File: config.mk
export PLATFORM = sky130hd
export DESIGN_NAME = updown_preset_counter
export DESIGN_NICKNAME = d
export VERILOG_FILES = /design/src/rtl/udc_pkg.sv /design/src/rtl/udc_toggle_chain.sv /design/src/rtl/udc_bit_cell.sv /design/src/rtl/udc_terminal.sv /design/src/rtl/updown_preset_counter.sv
export SDC_FILE = /design/constraint.sdc
export NUM_CORES = 1
export LEC_CHECK = 0
export BUFFER_PORTS_ARGS = -buffer_cell sky130_fd_sc_hd__clkbuf_2
export CAP_MARGIN = 20
export CORE_AREA = 4 4 41 43
export CTS_CLUSTER_DIAMETER = 150
export CTS_CLUSTER_SIZE = 16
export DETAILED_ROUTE_END_ITERATION = 8
export DIE_AREA = 0 0 45 47
export SYNTH_ARGS = -nofsm -noshare
export SYNTH_HDL_FRONTEND = slang
export SYNTH_SLANG_ARGS = --single-unit
File: constraint.sdc
create_clock -name clk_i -period 2 [get_ports clk_i]
set_input_delay 0.3 -clock clk_i [delete_from_list [all_inputs] [get_ports clk_i]]
set_output_delay 0.3 -clock clk_i [all_outputs]
set_load 0.02 [all_outputs]
File: src/rtl/udc_pkg.sv
package udc_pkg;
  typedef enum logic {
    DIR_DOWN = 1'b0,
    DIR_UP   = 1'b1
  } dir_e;
endpackage

File: src/rtl/udc_toggle_chain.sv
module udc_toggle_chain #(
  parameter int WIDTH = 4
) (
  input  logic [WIDTH-1:0] q_i,
  input  logic             up_i,
  input  logic             cnt_en_i,
  output logic [WIDTH-1:0] flip_o
);
  import udc_pkg::*;

  logic [WIDTH:0] all_one;
  logic [WIDTH:0] all_zero;

  assign all_one[0]  = 1'b1;
  assign all_zero[0] = 1'b1;

  for (genvar n = 0; n < WIDTH; n++) begin : g_chain
    assign all_one[n+1]  = all_one[n] & q_i[n];
    assign all_zero[n+1] = all_zero[n] & ~q_i[n];
    assign flip_o[n] = cnt_en_i &
                       ((dir_e'(up_i) == DIR_UP) ? all_one[n] : all_zero[n]);
  end
endmodule

File: src/rtl/udc_bit_cell.sv
module udc_bit_cell (
  input  logic clk_i,
  input  logic rst_ni,
  input  logic load_i,
  input  logic p_i,
  input  logic flip_i,
  output logic q_o
);
  logic d;

  // load has priority over the toggle path
  always_comb begin
    if (load_i) d = p_i;
    else        d = q_o ^ flip_i;
  end

  always_ff @(posedge clk_i or negedge rst_ni) begin
    if (!rst_ni) q_o <= 1'b0;
    else         q_o <= d;
  end
endmodule

File: src/rtl/udc_terminal.sv
module udc_terminal #(
  parameter int WIDTH = 4
) (
  input  logic             clk_i,
  input  logic [WIDTH-1:0] q_i,
  input  logic             up_i,
  output logic             term_o,
  output logic             rco_o
);
  import udc_pkg::*;

  always_comb begin
    if (dir_e'(up_i) == DIR_UP) term_o = &q_i;
    else                        term_o = ~|q_i;
  end

  // low only in the clock-low half of a terminal period
  assign rco_o = ~(term_o & ~clk_i);
endmodule

File: src/rtl/updown_preset_counter.sv
module updown_preset_counter #(
  parameter int WIDTH = 4
) (
  input  logic             clk_i,
  input  logic             rst_ni,
  input  logic             load_i,
  input  logic [WIDTH-1:0] data_i,
  input  logic             cnt_en_i,
  input  logic             up_i,
  output logic [WIDTH-1:0] q_o,
  output logic             term_o,
  output logic             rco_o
);
  logic [WIDTH-1:0] flip;
  logic [WIDTH-1:0] q;

  udc_toggle_chain #(.WIDTH(WIDTH)) i_chain (
    .q_i      (q),
    .up_i     (up_i),
    .cnt_en_i (cnt_en_i),
    .flip_o   (flip)
  );

  for (genvar n = 0; n < WIDTH; n++) begin : g_bit
    udc_bit_cell i_cell (
      .clk_i  (clk_i),
      .rst_ni (rst_ni),
      .load_i (load_i),
      .p_i    (data_i[n]),
      .flip_i (flip[n]),
      .q_o    (q[n])
    );
  end

  udc_terminal #(.WIDTH(WIDTH)) i_term (
    .clk_i  (clk_i),
    .q_i    (q),
    .up_i   (up_i),
    .term_o (term_o),
    .rco_o  (rco_o)
  );

  assign q_o = q;
endmodule

==> metrics.csv <==
stage,metric,value,unit
sta,max_slew.worst_pin.slew,0.312,ns
floorplanning,num_rows,13,
detailed_routing,drt-met1-wl,368,um
yosys,synth-main-ff-cell,dfrtp_1,
placed_design,port_buffers,14,
critical_path,timing.rr.start,g_bit[1].i_cell.q_o,
cells_and_area,diodes,0,
global_route,overflow,0,
status,status,"finished, final reports clean",
power,power.density,882,nW/um^2
sta,clock_skew,0.00955,ns
detailed_routing,vias,332,
detailed_routing,wl_met3,77,um
floorplanning,die_w,45,um
detailed_routing,routed.top_layer,met3,
sta,clock.fmax,502,MHz
placed_design,gp_congestion,0.695,
global_route,grt_pass1_wl,1400,um
power,max-vdd-ir-drop,0.364,mV
critical_path,crit_path_top_delay_cell,or4_4,
detailed_routing,ant_nets,0,
critical_path,setup.worst_path.end,rco_o,
critical_path,cp_max_fo,2,
sta,hold_violations,0,
run,max-cap-violations,0,
sta,max_slew_margin,78.6,%
yosys,synth_seq_cells,4,
sta,rsz0062_at_grt,true,
cells_and_area,largestRegisters,g_bit.i_cell.q_o x4,
clock_network,clk_pin_slew,0.04,ns
sta,final_max_slew_viol_count,0,
placed_design,dpl.cell_count,59,
placed_design,dp_hpwl,530,um
detailed_routing,routed_wl,790,um
clock_network,insertion_delay,0.35,ns
yosys,syn-num-nets,44,
global_route,first_global_vias,353,
yosys,yosysTopAreaCellShare,32.5,%
global_route,antenna_found_initial,0,
detailed_routing,routed_via_density,4.81,
floorplanning,die_height,47,um
clock_network,tritoncts,done,
critical_path,path_depth,4,
min_path,hold_path_startpoint,data_i[1],
detailed_routing,wl_per_cell,11.4,um
yosys,ys_seq_area_share,32.5,%
yosys,avgSynthCellArea,8.79,sq um
critical_path,r2r-end,g_bit[2].i_cell.q_o,
cells_and_area,areaGrowthSynthToFinish,48.0,%
yosys,syn-cell-area,308,sq um
floorplanning,pin_count,15,
detailed_routing,detail_route.iter0.violations,2,
min_path,hold_class,input port to register,
sta,min_period,1.99,ns
critical_path,startpoint_type,register,
cells_and_area,largest_register_ffs,4,
critical_path,crit_required,1.70,ns
sta,setup-violations-final,0,
sta,fin_crit_sh,99.5,%
floorplanning,core,1300,sq um
detailed_routing,drc,0,
floorplanning,start_util,23.7,%
critical_path,path_buf_inv,1,
cells_and_area,nets,65,
critical_path,ff2ff_path_depth,4,
cells_and_area,stdcell_count,69,
yosys,yosys-top-cells-count,"4 x buf_4, 4 x dfrtp_1",
critical_path,cpPeakStageDelay,0.53,ns
critical_path,cp_data_arrival_time,1.69,ns
power,power.leakage,0.213,nW
cells_and_area,layout-drive-gt1-share,51.9,%
yosys,synthCells,35,
yosys,synth.yosys.warnings,0,
yosys,ys_types,22,
critical_path,r2r_setup_slack,0.38,ns
critical_path,cp-end-kind,primary output,
cells_and_area,nFillCells,145,
floorplanning,design.die.area,2120,sq um
yosys,synthArstFlopShare,100,%
yosys,synth_area_leader_cell,dfrtp_1,
critical_path,path_cells,or4_4 > mux2i_2 > nand2b_1 > clkbuf_8,
cells_and_area,largest_register,g_bit.i_cell.q_o,
critical_path,startpoint,g_bit[2].i_cell.q_o,
critical_path,cp_top_family,simple AND/OR/NAND/NOR gates,
yosys,synth.area.top_cells,"dfrtp_1 33%, buf_4 9.8%, xnor2_1 5.7%",
yosys,synth_edf_count,0,
global_route,grt_max_degree,12,
detailed_routing,detail_route.first_pass.iterations,2,
sta,worst_hold_slack,0.167,ns
critical_path,worstSetupPathType,register to primary output,
global_route,grtUsageTotal,10.2,%
detailed_routing,wl_met2,343,um
## worst reg2reg max path: cells and delay by family (launching register included)
family | cells | cell delay (ns)
AO/OA/AOI/OAI | 1 | 0.27
buffers and inverters | 1 | 0.15
flip-flops | 1 | 0.39
AND/OR/NAND/NOR | 2 | 0.70
## routing by layer
layer / GRT usage (%) / vias to the layer above
met5: 0 / -
met4: 4.09 / 0
met3: 10.7 / 0
met2: 14.1 / 15
met1: 9.89 / 152
li1: - / 165
## layout make-up
class	instances	area, sq um	area share [%]
multi-input cells	24	170	37.4
flip-flops and latches	4	103	22.5
repair buffers	17	97.6	21.4
clock buffers	7	58.8	12.9
well taps	15	18.8	4.12
inverters	2	7.51	1.65
## worst min path at each step
stage	to	slack [ns]	cells after the start
2_1_floorplan	g_bit[0].i_cell.q_o	0.004	0
3_3_place_gp	g_bit[2].i_cell.q_o	0.11	1
3_5_place_dp	g_bit[2].i_cell.q_o	0.12	1
4_1_cts	g_bit[1].i_cell.q_o	0.16	3
5_1_grt	g_bit[1].i_cell.q_o	0.16	3
6_report	g_bit[1].i_cell.q_o	0.17	3
## layout by cell type (no fill, tap or decap)
| cell type | count |
|---|---|
| clkbuf_2 | 12 |
| clkbuf_4 | 6 |
| buf_4 | 3 |
| nand4_1 | 2 |
| nand2b_1 | 2 |
| inv_1 | 2 |
| nor2_1 | 2 |
| nand2_1 | 2 |
| xnor2_1 | 2 |
| nand3_1 | 2 |
| dfrtp_2 | 2 |
| dfrtp_1 | 2 |
| or4b_1 | 1 |
| and3_1 | 1 |
| a21oi_1 | 1 |
| o31a_1 | 1 |
| or4_4 | 1 |
| a2111oi_0 | 1 |
| nand4b_1 | 1 |
| a22oi_1 | 1 |
| nand3b_1 | 1 |
| mux2i_2 | 1 |
| a211o_2 | 1 |
| o21ai_0 | 1 |
| dlygate4sd3_1 | 1 |
| clkbuf_8 | 1 |
| buf_2 | 1 |
## power breakdown
group,switching (mW),internal [mW],total [mW]
registers,0.0132,0.0932,0.106
clock network,0.0572,0.143,0.201
logic,0.0504,0.0446,0.0950
## repair_timing
| item | in CTS | in global routing |
|---|---|---|
| hold buffers | 1 | 0 |
| endpoints found under the hold margin | 4 | 0 |
| setup endpoints to repair | 3 | 3 |
| setup buffers | 3 | 0 |
| pin swaps | 1 | 1 |
| resized for setup | 4 | 2 |
## per-stage QoR
step,total power [mW],utilization [%],setup TNS [ns],worst slack [ns],instance area (sq um)
global placement,0.198,27.9,0,0.359,363
detailed placement,0.199,27.9,0,0.308,363
CTS,0.412,34.9,0,0.000751,454
global route,0.437,35.0,-0.0686,-0.0625,455
finish,0.402,35.0,0,0.00985,455
floorplan,0.181,-,0,0.127,308
## cell families (layout without fill, tap and decap cells)
logic type	count (synthesis)	in the layout	synth area share, %
mux	1	1	3.25
simple gates	15	15	30.5
xor+xnor	2	2	5.69
buf+inv	7	26	13.4
compound gates	6	6	14.6
flops	4	4	32.5
Power figures use the tool's default switching activity.
